[src/rtl/acc_alu_pkg.sv]
package acc_alu_pkg;
  localparam int ACC_W  = 8;
  localparam int NIB_W  = ACC_W / 2;
  localparam int OP_W   = 4;
  localparam int FLAG_W = 5;

  typedef logic [ACC_W-1:0] word_t;
  typedef logic [NIB_W-1:0] nib_t;

  // packed order gives flags_q = {S, Z, AC, P, CY}
  typedef struct packed {
    logic s;
    logic z;
    logic ac;
    logic p;
    logic cy;
  } flags_t;

  typedef enum logic [OP_W-1:0] {
    OP_ADD = 4'd0,  OP_ADC = 4'd1,  OP_SUB = 4'd2,  OP_SBB = 4'd3,
    OP_AND = 4'd4,  OP_XOR = 4'd5,  OP_OR  = 4'd6,  OP_CMP = 4'd7,
    OP_RLC = 4'd8,  OP_RRC = 4'd9,  OP_RAL = 4'd10, OP_RAR = 4'd11,
    OP_DAA = 4'd12, OP_CMA = 4'd13, OP_STC = 4'd14, OP_CMC = 4'd15
  } op_e;

  localparam nib_t DEC_STEP = NIB_W'(6);
  localparam nib_t DEC_MAX  = NIB_W'(9);

  function automatic logic [ACC_W:0] wide_sum(word_t a, word_t b, logic ci);
    return {1'b0, a} + {1'b0, b} + {{ACC_W{1'b0}}, ci};
  endfunction

  function automatic logic [NIB_W:0] nib_sum(nib_t a, nib_t b, logic ci);
    return {1'b0, a} + {1'b0, b} + {{NIB_W{1'b0}}, ci};
  endfunction

  function automatic flags_t eval_flags(word_t r, logic ac, logic cy);
    flags_t f;
    f.s  = r[ACC_W-1];
    f.z  = (r == '0);
    f.ac = ac;
    f.p  = ~^r;
    f.cy = cy;
    return f;
  endfunction
endpackage

[src/rtl/alu_addsub.sv]
module alu_addsub
  import acc_alu_pkg::*;
(
  input  word_t a_i,
  input  word_t b_i,
  input  logic  cy_i,
  input  logic  sub_i,
  input  logic  use_cy_i,
  output word_t res_o,
  output logic  cy_o,
  output logic  ac_o
);
  logic             ci_raw;
  logic             ci_eff;
  word_t            b_eff;
  logic [ACC_W:0]   full;
  logic [NIB_W:0]   low;

  // subtract as a + ~b + ~borrow; carry out inverted is the borrow
  assign ci_raw = use_cy_i & cy_i;
  assign ci_eff = sub_i ? ~ci_raw : ci_raw;
  assign b_eff  = sub_i ? ~b_i : b_i;
  assign full   = wide_sum(a_i, b_eff, ci_eff);
  assign low    = nib_sum(a_i[NIB_W-1:0], b_eff[NIB_W-1:0], ci_eff);

  assign res_o = full[ACC_W-1:0];
  assign cy_o  = full[ACC_W] ^ sub_i;
  assign ac_o  = low[NIB_W] ^ sub_i;
endmodule

[src/rtl/alu_bitwise.sv]
module alu_bitwise
  import acc_alu_pkg::*;
(
  input  op_e   op_i,
  input  word_t a_i,
  input  word_t b_i,
  input  logic  cy_i,
  output word_t res_o,
  output logic  cy_o
);
  word_t rot_l;
  word_t rot_r;
  logic  fill_l;
  logic  fill_r;

  // circular forms refill from the opposite end, carry forms from CY
  assign fill_l = (op_i == OP_RAL) ? cy_i : a_i[ACC_W-1];
  assign fill_r = (op_i == OP_RAR) ? cy_i : a_i[0];

  assign rot_l[0]       = fill_l;
  assign rot_r[ACC_W-1] = fill_r;
  for (genvar k = 1; k < ACC_W; k++) begin : g_shift
    assign rot_l[k]   = a_i[k-1];
    assign rot_r[k-1] = a_i[k];
  end

  always_comb begin
    res_o = a_i;
    cy_o  = cy_i;
    unique case (op_i)
      OP_AND: begin res_o = a_i & b_i; cy_o = 1'b0; end
      OP_XOR: begin res_o = a_i ^ b_i; cy_o = 1'b0; end
      OP_OR:  begin res_o = a_i | b_i; cy_o = 1'b0; end
      OP_RLC, OP_RAL: begin res_o = rot_l; cy_o = a_i[ACC_W-1]; end
      OP_RRC, OP_RAR: begin res_o = rot_r; cy_o = a_i[0]; end
      OP_CMA: res_o = ~a_i;
      OP_STC: cy_o = 1'b1;
      OP_CMC: cy_o = ~cy_i;
      default: begin res_o = a_i; cy_o = cy_i; end
    endcase
  end
endmodule

[src/rtl/alu_decadj.sv]
module alu_decadj
  import acc_alu_pkg::*;
(
  input  word_t a_i,
  input  logic  ac_i,
  input  logic  cy_i,
  output word_t res_o,
  output logic  ac_o,
  output logic  cy_o
);
  localparam logic [ACC_W:0] LO_ADJ = {{(ACC_W-NIB_W+1){1'b0}}, DEC_STEP};
  localparam word_t          HI_ADJ = {DEC_STEP, {NIB_W{1'b0}}};

  nib_t           lo;
  logic           lo_fix;
  logic           hi_fix;
  logic [NIB_W:0] lo_probe;
  logic [ACC_W:0] stage1;

  assign lo       = a_i[NIB_W-1:0];
  assign lo_fix   = (lo > DEC_MAX) | ac_i;
  assign lo_probe = nib_sum(lo, DEC_STEP, 1'b0);
  assign stage1   = {1'b0, a_i} + (lo_fix ? LO_ADJ : '0);
  // high correction is judged on the byte after the low correction
  assign hi_fix   = (stage1[ACC_W-1:NIB_W] > DEC_MAX) | stage1[ACC_W] | cy_i;

  assign res_o = stage1[ACC_W-1:0] + (hi_fix ? HI_ADJ : '0);
  assign cy_o  = hi_fix;
  assign ac_o  = lo_fix & lo_probe[NIB_W];
endmodule

[src/rtl/acc_alu_core.sv]
module acc_alu_core
  import acc_alu_pkg::*;
(
  input  logic              clk,
  input  logic              rst_n,
  input  logic              op_valid,
  input  logic [OP_W-1:0]   op_code,
  input  logic [ACC_W-1:0]  operand,
  output logic [ACC_W-1:0]  acc_q,
  output logic [FLAG_W-1:0] flags_q
);
  op_e    op;
  word_t  acc_r;
  flags_t flg_r;
  word_t  acc_nxt;
  flags_t flg_nxt;

  // named events for the checker
  logic upd_en;
  logic sub_grp;
  logic use_cy;

  word_t as_res;
  logic  as_cy;
  logic  as_ac;
  word_t bw_res;
  logic  bw_cy;
  word_t da_res;
  logic  da_cy;
  logic  da_ac;

  assign op      = op_e'(op_code);
  assign upd_en  = op_valid;
  assign sub_grp = (op == OP_SUB) | (op == OP_SBB) | (op == OP_CMP);
  assign use_cy  = (op == OP_ADC) | (op == OP_SBB);

  alu_addsub u_addsub (
    .a_i      (acc_r),
    .b_i      (operand),
    .cy_i     (flg_r.cy),
    .sub_i    (sub_grp),
    .use_cy_i (use_cy),
    .res_o    (as_res),
    .cy_o     (as_cy),
    .ac_o     (as_ac)
  );

  alu_bitwise u_bitwise (
    .op_i  (op),
    .a_i   (acc_r),
    .b_i   (operand),
    .cy_i  (flg_r.cy),
    .res_o (bw_res),
    .cy_o  (bw_cy)
  );

  alu_decadj u_decadj (
    .a_i   (acc_r),
    .ac_i  (flg_r.ac),
    .cy_i  (flg_r.cy),
    .res_o (da_res),
    .ac_o  (da_ac),
    .cy_o  (da_cy)
  );

  always_comb begin
    acc_nxt = acc_r;
    flg_nxt = flg_r;
    unique case (op)
      OP_ADD, OP_ADC, OP_SUB, OP_SBB: begin
        acc_nxt = as_res;
        flg_nxt = eval_flags(as_res, as_ac, as_cy);
      end
      OP_CMP: flg_nxt = eval_flags(as_res, as_ac, as_cy);
      OP_AND: begin
        acc_nxt = bw_res;
        flg_nxt = eval_flags(bw_res, 1'b1, bw_cy);
      end
      OP_XOR, OP_OR: begin
        acc_nxt = bw_res;
        flg_nxt = eval_flags(bw_res, 1'b0, bw_cy);
      end
      OP_RLC, OP_RRC, OP_RAL, OP_RAR: begin
        acc_nxt    = bw_res;
        flg_nxt.cy = bw_cy;
      end
      OP_DAA: begin
        acc_nxt = da_res;
        flg_nxt = eval_flags(da_res, da_ac, da_cy);
      end
      OP_CMA: acc_nxt = bw_res;
      OP_STC, OP_CMC: flg_nxt.cy = bw_cy;
      default: begin
        acc_nxt = acc_r;
        flg_nxt = flg_r;
      end
    endcase
  end

  always_ff @(posedge clk or negedge rst_n) begin
    if (!rst_n) begin
      acc_r <= '0;
      flg_r <= '0;
    end else if (upd_en) begin
      acc_r <= acc_nxt;
      flg_r <= flg_nxt;
    end
  end

  assign acc_q   = acc_r;
  assign flags_q = flg_r;
endmodule

[config.mk]
export PLATFORM = sky130hd
export DESIGN_NAME = acc_alu_core
export DESIGN_NICKNAME = d
export VERILOG_FILES = /design/src/rtl/acc_alu_pkg.sv /design/src/rtl/alu_addsub.sv /design/src/rtl/alu_bitwise.sv /design/src/rtl/alu_decadj.sv /design/src/rtl/acc_alu_core.sv
export SDC_FILE = /design/constraint.sdc
export NUM_CORES = 1
export LEC_CHECK = 0
export BUFFER_PORTS_ARGS = -buffer_cell sky130_fd_sc_hd__buf_2
export CORE_AREA = 2 2 82 84
export CTS_CLUSTER_DIAMETER = 80
export DETAILED_ROUTE_END_ITERATION = 10
export DIE_AREA = 0 0 84 86
export MAX_ROUTING_LAYER = met4
export SYNTH_ARGS = -nofsm -noshare
export SYNTH_HDL_FRONTEND = slang
export SYNTH_SLANG_ARGS = --single-unit
[constraint.sdc]
create_clock -name clk -period 7.36 [get_ports clk]
set_input_delay 0.736 -clock clk [delete_from_list [all_inputs] [get_ports clk]]
set_output_delay 0.736 -clock clk [all_outputs]
set_load 0.03 [all_outputs]
# [Word level (Yosys, flattened, before mapping)]
# Index checks and enable logic that the tools add are counted.
[op_classes] addsub=7 mul=0 n_div=0 magnitude_cmp=2 n_eq_ne=16 shift=0 mux=11 n_bitwise=17 reduce_logical=21
[op_table] cell="$pmux 8 s6" n=1
[op_table] cell="$eq 4x4->1 const B" n=8
[op_table] cell="$logic_not 8->1" n=3
[op_table] cell="$pmux 8 s3" n=1
[op_table] cell="$reduce_xnor 8->1" n=3
[op_table] cell="$eq 4x3->1 const B" n=4
[op_table] cell="$not 8->8" n=2
[op_table] cell="$pmux 4 s4" n=1
[op_table] cell="$add 8x8->9" n=1
[op_table] cell="$add 8x9->9" n=1
[op_table] cell="$add 9x1->9" n=1
[op_table] cell="$reduce_or 9->1" n=1
[op_table] cell="$add 8x8->8" n=1
[op_table] cell="$and 8x8->8" n=1
[op_table] cell="$eq 4x2->1 const B" n=2
[op_table] cell="$gt 4x4->1 const B" n=2
[op_table] cell="$mux 8" n=1
[op_table] cell="$or 8x8->8" n=1
[op_table] cell="$reduce_or 8->1" n=1
[op_table] cell="$xor 8x8->8" n=1
[op_table] cell="$mux 7" n=1
[op_table] cell="$ne 6x1->1 const B" n=1
[op_table] cell="$or 1x1->1" n=6
[op_table] cell="$reduce_bool 3->1" n=2
[op_table] cell="other kinds (19)" n=27
[totals] regBits=13 latch_bits=0 mem_bits_rw=0 mem_bits_ro=0 out_inout_bits=13 n_memories=0

# [Longest topological paths before layout]
# Gate-level depths: netlist of run 1.
[logic_depth] depth_word=11 ltp_mapped=20 depth_no_buf=19

# [Cells and area by module]
# From an unflattened synthesis of run 1, not the netlist that was laid out.
[hier_totals] cells_unflattened=380 hier_area_um2=2880.3
[modules_own_cells] module="acc_alu_core" instances=1 cells_per_inst=156 area_per_inst_um2=1257.5 seq_area_each_um2=325.3
[modules_own_cells] module="alu_bitwise" instances=1 cells_per_inst=139 area_per_inst_um2=909.6 seq_area_each_um2=0.0
[modules_own_cells] module="alu_addsub" instances=1 cells_per_inst=58 area_per_inst_um2=471.7 seq_area_each_um2=0.0
[modules_own_cells] module="alu_decadj" instances=1 cells_per_inst=27 area_per_inst_um2=241.5 seq_area_each_um2=0.0

# [Worst setup path before layout of run 1]
# Ideal clock, no wire load.
[synth_path] path_type="register -> register" from="reg acc_r[2] (netlist: acc_q[2])" to="reg flg_r (netlist bit flags_q[1])" t_arrival_ps=3888 slack_ps=3342 path_stages_with_launch=20 n_path_buf=0 synth_period_minus_slack_ps=4018 cell_sequence="dfrtp_1 o21ai_0 nand2b_1 ha_1 fa_1 nand3_4 or3_1 a32oi_1 nand2b_1 ha_1 inv_1 fa_1 xnor2_1 xnor2_1 ha_1 xnor2_1 xnor2_1 o22ai_1 a22oi_1 o21ai_0"
[synth_between] elab_chain_len=11 word_cells_on_any_way=20 classes_between="add/sub (4); order compare (2); mux (4); bitwise (7); reduce/logical (3)"
[synth_rtl] element="start: declaration" line="acc_alu_core.sv:13" text="word_t acc_r;"
[synth_rtl] element="start signal: assignment" line="acc_alu_core.sv:105" text="acc_r <= acc_nxt;"
[synth_rtl] element="$gt 4x4->1" line="alu_decadj.sv:21" text="assign lo_fix = (lo > DEC_MAX) | ac_i;"
[synth_rtl] element="$or 1x1->1" line="alu_decadj.sv:21"
[synth_rtl] element="$mux 3" line="alu_decadj.sv:23" text="assign stage1 = {1'b0, a_i} + (lo_fix ? LO_ADJ : '0);"
[synth_rtl] element="$add 8x9->9" line="alu_decadj.sv:23"
[synth_rtl] element="$gt 4x4->1" line="alu_decadj.sv:25" text="assign hi_fix = (stage1[ACC_W-1:NIB_W] > DEC_MAX) | stage1[ACC_W] | cy_i;"
[synth_rtl] element="$or 1x1->1 (2 in series)" line="alu_decadj.sv:25"
[synth_rtl] element="$mux 7" line="alu_decadj.sv:27" text="assign res_o = stage1[ACC_W-1:0] + (hi_fix ? HI_ADJ : '0);"
[synth_rtl] element="$add 8x8->8" line="alu_decadj.sv:27"
[synth_rtl] element="$reduce_xnor 8->1" line="acc_alu_pkg.sv:42" text="f.p = ~^r;"
[synth_rtl] element="$pmux 4 s4 (*)" line="acc_alu_core.sv:69" text="unique case (op)"
[synth_rtl] element="end signal: assignment" line="acc_alu_core.sv:106" text="flg_r <= flg_nxt;"
[synth_rtl] element="end: declaration" line="acc_alu_core.sv:14" text="flags_t flg_r;"
# Mark *: on every way between the ends. The rest lies on a longest branch, timed or not.
# A chain may end at the register's enable or synchronous reset.

# [Final worst setup path of run 1]
[layout_path] from="in op_code[2]" to="reg flg_r (netlist bit flags_q[1])"
[layout_between] elab_chain_len=8 word_cells_on_any_way=35 classes_between="add/sub (2); eq/ne (13); mux (6); bitwise (5); reduce/logical (9)"
[layout_rtl] element="start: declaration" line="acc_alu_core.sv:7" text="input logic [OP_W-1:0] op_code,"
[layout_rtl] element="$eq 4x2->1 (tied with other cells)" line="acc_alu_core.sv:34, acc_alu_core.sv:69"
[layout_rtl] element="$or 1x1->1 (on tied branches)" line="acc_alu_core.sv:34, acc_alu_core.sv:35"
[layout_rtl] element="$or 1x1->1 or $and 1x1->1 (tied branches)" line="acc_alu_core.sv:34, alu_addsub.sv:20"
[layout_rtl] element="$mux 8 or $not 1->1 (tied branches)" line="alu_addsub.sv:22, alu_addsub.sv:21"
[layout_rtl] element="$add 8x8->9 or $mux 1 (tied branches)" line="acc_alu_pkg.sv:30, alu_addsub.sv:21"
[layout_rtl] element="$add 9x1->9" line="acc_alu_pkg.sv:30" text="return {1'b0, a} + {1'b0, b} + {{ACC_W{1'b0}}, ci};"
[layout_rtl] element="$reduce_xnor 8->1" line="acc_alu_pkg.sv:42"
[layout_rtl] element="$pmux 4 s4" line="acc_alu_core.sv:69"
# Parallel ways exist; a longest one is shown, timed or not.

==> impl_metrics.py, run 1 <==
metrics = {
    "clock_network": {
        "cts_max_level": 1,
        "cts.path.max_buffers": 2,
        "cts_buffers": 3,
        "cts_hold_buffers": 0,
        "cts_setup_buffers": 0,
        "cts_tree": "built",
        "cts_resized": 0,
        "clock-sinks": 13,
        "clkTransAtPathRegs_ns": 0.06,
        "worstSkewPairLatency_ns": 0.25,
        "root_buffer": "clkbuf_8",
    },
    "setup_path": {
        "crit_type": "input pin to flop",
        "path_max_fanout": 19,
        "arrival_ns": 4.97,
        "cp-start-kind": "input pin",
        "crit_chain": "buf_2 -> inv_1 -> o211ai_1 -> xnor2_1 -> fa_1 -> fa_1 -> a211oi_1 -> o41ai_1 -> nor4_1 -> ha_1 -> xor2_1 -> xnor2_1 -> a22oi_1 -> o21ai_0",
        "reg2reg_depth": 19,
        "max_stage_delay_ns": 0.87,
        "end_kind": "flop",
        "slowest_stage": "o211ai_1",
        "rrSetupSlack_ns": 2.54,
        "critPathLaunch": "op_code[2]",
        "required_ns": 7.48,
        "r2r_end": "flags_q[1]",
        "r2r-start": "acc_q[3]",
    },
    "placement": {
        "io_buffer_count": 27,
        "globalplace.congestion": 0.954,
        "hpwl_um": 6110,
    },
    "layout": {
        "fill_cells": 636,
        "final_util": 0.459,
        "fin_nets": 407,
        "drive_gt1_frac": 0.140,
        "final_cell_mix": "ha_1 (38), inv_1 (34), nand2_1 (34)",
        "layout_commonest_cell": "ha_1",
        "syn2layout_area_growth_pct": 4.49,
        "antenna_cells": 0,
    },
    "route": {
        "wl_met1_um": 3920,
        "wl_per_cell_um": 18.6,
        "vias": 2523,
        "top_layer": "met4",
        "vias_per_cell": 5.92,
        "met3_length_um": 281,
        "routed_wl_um": 7940,
        "first_pass_iters": 5,
        "ant_nets": 0,
        "wl_met2_um": 3660,
        "dr.first_iter.drc_count": 237,
        "drc": 0,
    },
    "die": {
        "die_h_um": 86,
        "fp.dieArea_um2": 7220,
        "ios": 28,
        "initial_core_util": 0.440,
        "die_x_um": 84,
        "placementRows": 29,
        "coreArea_um2": 6280,
    },
    "yosys": {
        "ys_seq_area_frac": 0.118,
        "syn-num-nets": 396,
        "synth_ff_type": "dfrtp_1",
        "synth_cell_types": 72,
        "netlist_instances": 339,
        "synth.avg_cell_area_um2": 8.14,
        "synth_edf_count": 0,
        "yosysWarnings": 0,
        "synth_area_um2": 2760,
        "ys_seq_elements": 13,
        "synthArstFlopShare": 1.00,
    },
    "sta": {
        "finalHoldViolations": 0,
        "slew_viol_final": 0,
        "rsz0062_at_grt": "no",
        "fin_crit_sh": 0.659,
        "tightestPinTransition_ns": 1.05,
        "fin_crit_ns": 4.85,
        "tns_ns": 0,
        "relSlewSlack": 0.298,
        "max_freq_ghz": 0.206,
        "clock_skew_ns": 0.00223,
        "setup_viol": 0,
    },
    "grt": {
        "grt-ovfl-total": 0,
        "grt_pass1_vias": 2347,
        "grt_pass1_wl_um": 12800,
        "grt_max_degree": 42,
        "antenna_found_initial": 0,
        "grt_usage": 0.231,
    },
    "run_status": {
        "run_status": "finished, final reports clean",
    },
    "min_path": {
        "hold_class": "input pin to async pin",
    },
    "pwr": {
        "vdd_ir_drop_max_mv": 0.246,
        "p_per_area_nw_per_um2": 464,
        "power_leakage_nw": 1.36,
    },
    "flow_run": {
        "cap_violations": 0,
    },
}
## worst max-delay path by stage
stage	cells past startpoint	to
4_1_cts	14	flags_q[1]
3_3_place_gp	14	flags_q[1]
6_report	14	flags_q[1]
2_1_floorplan	19	flags_q[1]
3_5_place_dp	14	flags_q[1]
5_1_grt	14	flags_q[1]
## power by group
| part | total, mW | internal [mW] | switching [mW] |
|---|---|---|---|
| sequential | 0.200 | 0.0990 | 0.101 |
| clock | 0.0655 | 0.0383 | 0.0272 |
| combinational | 1.07 | 0.478 | 0.594 |
## worst max-delay path: cells and delay by family
family	cells	cell delay (ns)
buffers and inverters	2	0.50
adders and majority gates	3	1.20
AOI/OAI and AO/OA	5	1.70
xor gates and xnor gates	3	0.47
and+or+nand+nor	1	0.35
## area by class of cell
cell class                 count  area (um^2)  share of cell area
multi-input combinational    269         2140               0.741
sequential                    13          325               0.113
timing repair buffer          28          143              0.0495
inverter                      35          139              0.0482
tap                           77         96.3              0.0334
clock buffer                   4         45.0              0.0156
## Yosys cell counts, drive strengths merged, types with 6 or more instances
| library cell | number | area share |
|---|---|---|
| ha | 38 | 0.17 |
| inv | 35 | 0.050 |
| nand2 | 34 | 0.046 |
| o21ai | 24 | 0.045 |
| xnor2 | 24 | 0.076 |
| buf | 20 | 0.055 |
| a21oi | 19 | 0.036 |
| dfrtp | 13 | 0.12 |
| mux2i | 9 | 0.033 |
| nor2 | 9 | 0.012 |
| nand2b | 7 | 0.017 |
| a21o | 6 | 0.016 |
## per-layer routing
layer | GRT usage | vias to the layer above
li1 | - | 1238
met1 | 0.319 | 1213
met2 | 0.379 | 64
met3 | 0.0231 | 8
met4 | 0.0279 | 0
met5 | - | -
## through the flow
step / instance area (um^2) / cells / power, mW / hold slack (ns) / setup WS (ns)
after floorplan: 2760 / 339 / 1.01 / 0.440 / 3.34
after global placement: 2840 / 422 / 1.24 / 0.461 / 2.45
after detailed placement: 2840 / 422 / 1.26 / 0.479 / 2.35
after CTS: 2880 / 426 / 1.33 / 0.387 / 2.57
after global routing: 2880 / 426 / 1.48 / 0.405 / 2.19
final: 2880 / 426 / 1.34 / 0.378 / 2.51
## sequential cells by signal, indices dropped and copies added, names as in the netlist
| register | count |
|---|---|
| acc_q | 8 |
| flags_q | 5 |
## cells by family after synthesis
family,after synthesis,share of synthesized area
AO/OA/AOI/OAI,99,0.258
AND/OR/NAND/NOR,86,0.172
XOR/XNOR,28,0.0888
adder cells (fa/ha/maj),42,0.201
multiplexers,14,0.0530
buffers and inverters,57,0.108
flip-flops,13,0.118
Power figures use the tool's default switching activity.
==> run 2, diff against run 1 <==
ABC_AREA = 1   (was unset)
CORE_AREA = 2 2 79 81   (was 2 2 82 84)
DIE_AREA = 0 0 81 83   (was 0 0 84 86)
clock period = 4.5 ns   (was 7.36 ns; I/O delays follow)
==> impl_metrics.py, run 2 <==
metrics = {
    "setup_path": {
        "crit_top_cell": "nand2_1",
        "crit_type": "flop to flop",
        "max_stage_delay_ns": 0.43,
        "slowest_stage": "fa_1",
        "cp-start-kind": "flop",
        "end_kind": "flop",
        "crit_chain": "inv_1 -> a21oi_1 -> or2_2 -> ha_1 -> fa_1 -> nand3_1 -> nor2_1 -> nand2_1 -> nand2_1 -> nand2_1 -> nand2_1 -> nand2_1 -> ha_1 -> inv_1 -> fa_1 -> nand3_1 -> nand2_1 -> ha_1 -> xnor2_1 -> a21oi_1 -> o21ai_0 -> a31oi_1",
        "arrival_ns": 4.18,
        "required_ns": 4.68,
        "path_max_fanout": 4,
    },
    "die": {
        "die_x_um": 81,
        "ios": 28,
        "die_h_um": 83,
        "coreArea_um2": 5820,
        "initial_core_util": 0.436,
        "fp.dieArea_um2": 6720,
        "placementRows": 28,
    },
    "route": {
        "routed_wl_um": 8260,
        "vias_per_cell": 5.37,
        "dr.first_iter.drc_count": 228,
        "vias": 2694,
        "first_pass_iters": 4,
        "drc": 0,
        "ant_nets": 0,
        "wl_per_cell_um": 16.4,
    },
    "sta": {
        "fin_crit_ns": 4.00,
        "setup_viol": 0,
        "fin_crit_sh": 0.890,
        "tightestPinTransition_ns": 0.637,
        "slew_viol_final": 0,
        "finalHoldViolations": 0,
        "clock_skew_ns": 0.00831,
        "tns_ns": 0,
        "relSlewSlack": 0.574,
        "fin_ws_ns": 0.496,
        "max_freq_ghz": 0.250,
        "rsz0062_at_grt": "no",
    },
    "grt": {
        "grt_usage": 0.272,
        "antenna_found_initial": 0,
        "grt_max_degree": 16,
        "grt_pass1_vias": 2721,
        "grt_pass1_wl_um": 13700,
        "grt-ovfl-total": 0,
    },
    "yosys": {
        "synth_largest_area_cell": "ha_1",
        "synthArstFlopShare": 1.00,
        "yosysWarnings": 0,
        "ys_seq_area_frac": 0.128,
        "yosysMostFrequentCell": "nand2_1",
        "synth.avg_cell_area_um2": 6.34,
        "syn-num-nets": 457,
        "synth_cell_types": 37,
        "synth_ff_type": "dfrtp_1",
        "yosysTopAreaCellShare": 0.188,
        "synth_area_leaders": "ha_1 (19%), nand2_1 (16%), dfrtp_1 (13%)",
        "netlist_top_cells_count": "nand2_1 (106), inv_1 (57), ha_1 (38)",
        "synth_area_um2": 2530,
        "netlist_instances": 400,
        "synth_edf_count": 0,
        "ys_seq_elements": 13,
    },
    "placement": {
        "io_buffer_count": 27,
        "pre_cts_slack_ns": 0.553,
        "hpwl_um": 6690,
        "globalplace.congestion": 0.923,
    },
    "clock_network": {
        "cts_setup_buffers": 0,
        "clkTransAtPathRegs_ns": 0.07,
        "cts.path.max_buffers": 2,
        "clock-sinks": 13,
        "cts_hold_buffers": 0,
        "cts_tree": "built",
        "cts_buffers": 3,
        "root_buffer": "clkbuf_8",
        "cts_resized": 0,
        "worstSkewPairLatency_ns": 0.26,
        "cts_max_level": 1,
    },
    "pwr": {
        "p_per_area_nw_per_um2": 720,
        "power_leakage_nw": 1.57,
        "vdd_ir_drop_max_mv": 0.468,
    },
    "layout": {
        "largest_reg_flops": 8,
        "final_cell_mix": "nand2_1 (106), inv_1 (57), ha_1 (38)",
        "drive_gt1_frac": 0.117,
        "layout_commonest_cell": "nand2_1",
        "antenna_cells": 0,
        "fin_nets": 485,
        "syn2layout_area_growth_pct": 9.92,
    },
    "run_status": {
        "run_status": "finished, final reports clean",
    },
    "min_path": {
        "hold_class": "input pin to async pin",
    },
    "flow_run": {
        "cap_violations": 0,
    },
}
==> run 2: changes by cell type in the layout (fill, tap and decap cells not counted), moves of 8 or more <==
cell,delta
inv_1,+23
xor2_1,+9
xnor2_1,-17
nand2_1,+72
nand3_1,+32
o21ai_1,-8
nor2_1,+27
mux2i_1,-9
==> run 2: layout make-up <==
cell class / instances / area (um^2)
clock buffers: 3 / 41.3
clock inverters: 1 / 5.00
multi-input cells: 317 / 1920
repair buffers: 31 / 165
fillers: 628 / 3030
well taps: 75 / 93.8
inverters: 62 / 235
flip-flops and latches: 13 / 325
==> run 2: path summary, 6_finish.rpt <==
path                             from    endpoint  slack (ns)  cells after the start
min                             rst_n  flags_q[0]        0.08                      1
min in group clk           flags_q[4]  flags_q[4]        0.48                      2
max reg2reg                  acc_q[1]  flags_q[1]        0.50                     22
max                          acc_q[1]  flags_q[1]        0.50                     22
min reg2reg                flags_q[4]  flags_q[4]        0.48                      2
max in group asynchronous       rst_n  flags_q[2]        4.17                      1
==> run 2: power breakdown <==
group	leakage [nW]	total (mW)	internal, mW	switching (mW)
combinational	1.39	1.62	0.630	0.993
clock	0.0255	0.117	0.0616	0.0552
sequential	0.150	0.265	0.164	0.101
==> run 2: cell families (layout without fill, tap and decap cells) <==
logic type               Yosys count  count (layout)  synth area share
AO/OA/AOI/OAI                     59              59             0.133
buffers and inverters             70              97             0.116
AND/OR/NAND/NOR                  196             196             0.335
XOR/XNOR                          20              20            0.0691
flip-flops                        13              13             0.128
adder cells (fa/ha/maj)           42              42             0.219
==> run 2: layer usage <==
layer | part of all wire | routed length, um | track usage | vias up
met5 | 0 | 0 | - | -
met4 | 0.040 | 327 | 0.0878 | 0
met3 | 0.066 | 548 | 0.0457 | 24
met2 | 0.45 | 3730 | 0.427 | 96
met1 | 0.44 | 3660 | 0.352 | 1225
li1 | - | - | - | 1349
==> run 2: critical path, delay by kind of cell (launching register included) <==
| kind | cells | cell delay, ns |
|---|---|---|
| compound gates | 4 | 0.59 |
| simple gates | 10 | 1.11 |
| flops | 1 | 0.39 |
| xor+xnor | 1 | 0.15 |
| fa+ha+maj | 5 | 1.48 |
| buf+inv | 2 | 0.20 |
==> run 2: stage by stage <==
| stage | cells | util | cell area [um^2] | hold slack [ns] | total power, mW |
|---|---|---|---|---|---|
| floorplan | 400 | - | 2530 | 0.154 | 1.47 |
| global placement | 498 | 0.471 | 2740 | 0.359 | 1.85 |
| detailed placement | 498 | 0.471 | 2740 | 0.362 | 1.87 |
| CTS | 502 | 0.479 | 2790 | 0.0818 | 2.00 |
| global route | 502 | 0.479 | 2790 | 0.0928 | 2.24 |
| finish | 502 | 0.479 | 2790 | 0.0753 | 2.00 |
==> run 3, diff against run 2 <==
CAP_MARGIN = 20   (was unset)
clock period = 3.2 ns   (was 4.5 ns; I/O delays follow)
==> impl_metrics.py, run 3 (synthesis results as in run 2) <==
metrics = {
    "run_status": {
        "run_status": "finished, violations left",
        "failed_checks": "setup timing",
    },
    "sta": {
        "max_freq_ghz": 0.295,
        "fin_ws_ns": -0.192,
        "setup_viol": 2,
        "slew_viol_final": 0,
        "fin_crit_ns": 3.39,
        "fin_crit_sh": 1.06,
        "rsz0062_at_grt": "yes",
        "finalHoldViolations": 0,
        "relSlewSlack": 0.648,
        "clock_skew_ns": 0.00397,
        "tightestPinTransition_ns": 0.526,
    },
    "setup_path": {
        "crit_top_cell": "nand2_1",
        "critPathBufInv": 2,
        "cpLargestDelayFamily": "adder cells",
        "path_max_fanout": 2,
        "crit_chain": "inv_2 -> a21oi_2 -> or2_4 -> ha_4 -> fa_2 -> nand3_2 -> nor2_2 -> nand2_1 -> nand2_1 -> nand2_1 -> nand2_1 -> nand2_2 -> ha_2 -> inv_2 -> fa_2 -> ha_4 -> xnor2_2 -> a21oi_1 -> o21ai_1 -> a31oi_1",
        "slowest_stage": "fa_2",
        "arrival_ns": 3.57,
        "cp-start-kind": "flop",
        "end_kind": "flop",
        "crit_type": "flop to flop",
        "max_stage_delay_ns": 0.56,
        "required_ns": 3.38,
    },
    "grt": {
        "antenna_found_initial": 0,
        "grt_pass1_vias": 2846,
        "grt-ovfl-total": 0,
        "grt_pass1_wl_um": 14100,
        "grt_usage": 0.277,
        "grt_max_degree": 16,
    },
    "pwr": {
        "swShare": 0.508,
        "p_per_area_nw_per_um2": 1100,
        "pwr-share-seq": 0.094,
        "combinationalPowerShare": 0.862,
        "power_leakage_nw": 1.80,
        "p_switching_mw": 1.83,
        "vdd_ir_drop_max_mv": 0.876,
        "clock_power_share": 0.045,
        "p_int_mw": 1.77,
        "total_power_mw": 3.60,
    },
    "flow_run": {
        "cap_violations": 0,
    },
    "layout": {
        "fin_nets": 534,
        "layout_commonest_cell": "nand2_1",
        "largest_reg_flops": 8,
        "syn2layout_area_growth_pct": 28.7,
        "multiInputGateArea_um2": 2020,
        "fill_cells": 615,
        "final_util": 0.561,
        "antenna_cells": 0,
        "drive_gt1_frac": 0.261,
        "regArea_um2": 329,
        "final_cell_mix": "nand2_1 (103), inv_1 (52), buf_4 (51)",
    },
    "route": {
        "first_pass_iters": 4,
        "drc": 0,
        "vias": 2885,
        "dr.first_iter.drc_count": 162,
        "routed_wl_um": 8450,
        "vias_per_cell": 5.24,
        "wl_per_cell_um": 15.3,
        "ant_nets": 0,
    },
    "die": {
        "die_x_um": 81,
        "placementRows": 28,
        "die_h_um": 83,
        "coreArea_um2": 5820,
        "fp.dieArea_um2": 6720,
        "ios": 28,
        "initial_core_util": 0.436,
    },
    "placement": {
        "hpwl_um": 6970,
        "io_buffer_count": 27,
        "pre_cts_slack_ns": -0.288,
        "globalplace.congestion": 0.988,
    },
    "clock_network": {
        "clock-sinks": 13,
        "cts.path.max_buffers": 2,
        "cts_max_level": 1,
        "clkTransAtPathRegs_ns": 0.07,
        "cts_tree": "built",
        "cts_buffers": 3,
        "root_buffer": "clkbuf_8",
        "worstSkewPairLatency_ns": 0.26,
    },
    "min_path": {
        "hold_class": "input pin to flop",
    },
}
-- run 3: what timing repair did --
item	4_1_cts	5_1_grt
setup endpoints to repair	2	5
hold endpoints to repair	13	0
setup buffers	2	4
hold buffers	1	0
resized for setup	7	10
pin swaps	7	8
-- run 3: metrics by stage --
step | instances | hold slack, ns | TNS, ns | cell area, um^2
after floorplan | 400 | 0.0244 | -0.430 | 2600
after global placement | 541 | 0.227 | -0.421 | 3120
after detailed placement | 541 | 0.226 | -0.494 | 3120
after CTS | 548 | 0.468 | -0.210 | 3200
after global routing | 551 | 0.503 | -0.774 | 3260
final | 551 | 0.461 | -0.218 | 3260
-- run 3: worst paths after layout --
path,from,endpoint,slack [ns],cells past startpoint
worst max-delay path,acc_q[1],flags_q[1],-0.19,20
worst min-delay path,op_valid,flags_q[0],0.46,5
worst max register to register,acc_q[1],flags_q[1],-0.19,20
worst min register to register,flags_q[3],flags_q[3],0.47,2
max in group asynchronous,rst_n,acc_q[2],2.43,2
min in group asynchronous,rst_n,flags_q[0],0.49,2
-- run 3: cell type report --
type,instances,share of cell area
clock buffers,3,0.0127
multi-input cells,317,0.619
clock inverters,1,0.00153
inverters,62,0.0721
flip-flops and latches,13,0.101
repair buffers,80,0.165
well taps,75,0.0288
-- run 3: worst min-delay path, cell delays in order --
cell and delay, ns:
buf_2 0.14, nand2_1 0.09, nand2_1 0.05, nand2_1 0.05, inv_1 0.03
-- run 3: power by group through the flow --
stage                     Combinational (mW)  Clock (mW)  Sequential, mW
after floorplan                         1.84           0           0.454
after global placement                  2.89           0           0.335
after detailed placement                2.91           0           0.336
after CTS                               3.02       0.158           0.336
after global routing                    3.45       0.165           0.348
final                                   3.10       0.161           0.337
-- run 3: routing by layer --
layer  part of all wire  wire (um)  track usage  vias to the layer above
met2               0.47       3960        0.440                       89
met3              0.053        444       0.0511                       20
met5                  0          0            -                        -
met1               0.45       3810        0.358                     1324
li1                   -          -            -                     1452
met4              0.028        240       0.0770                        0
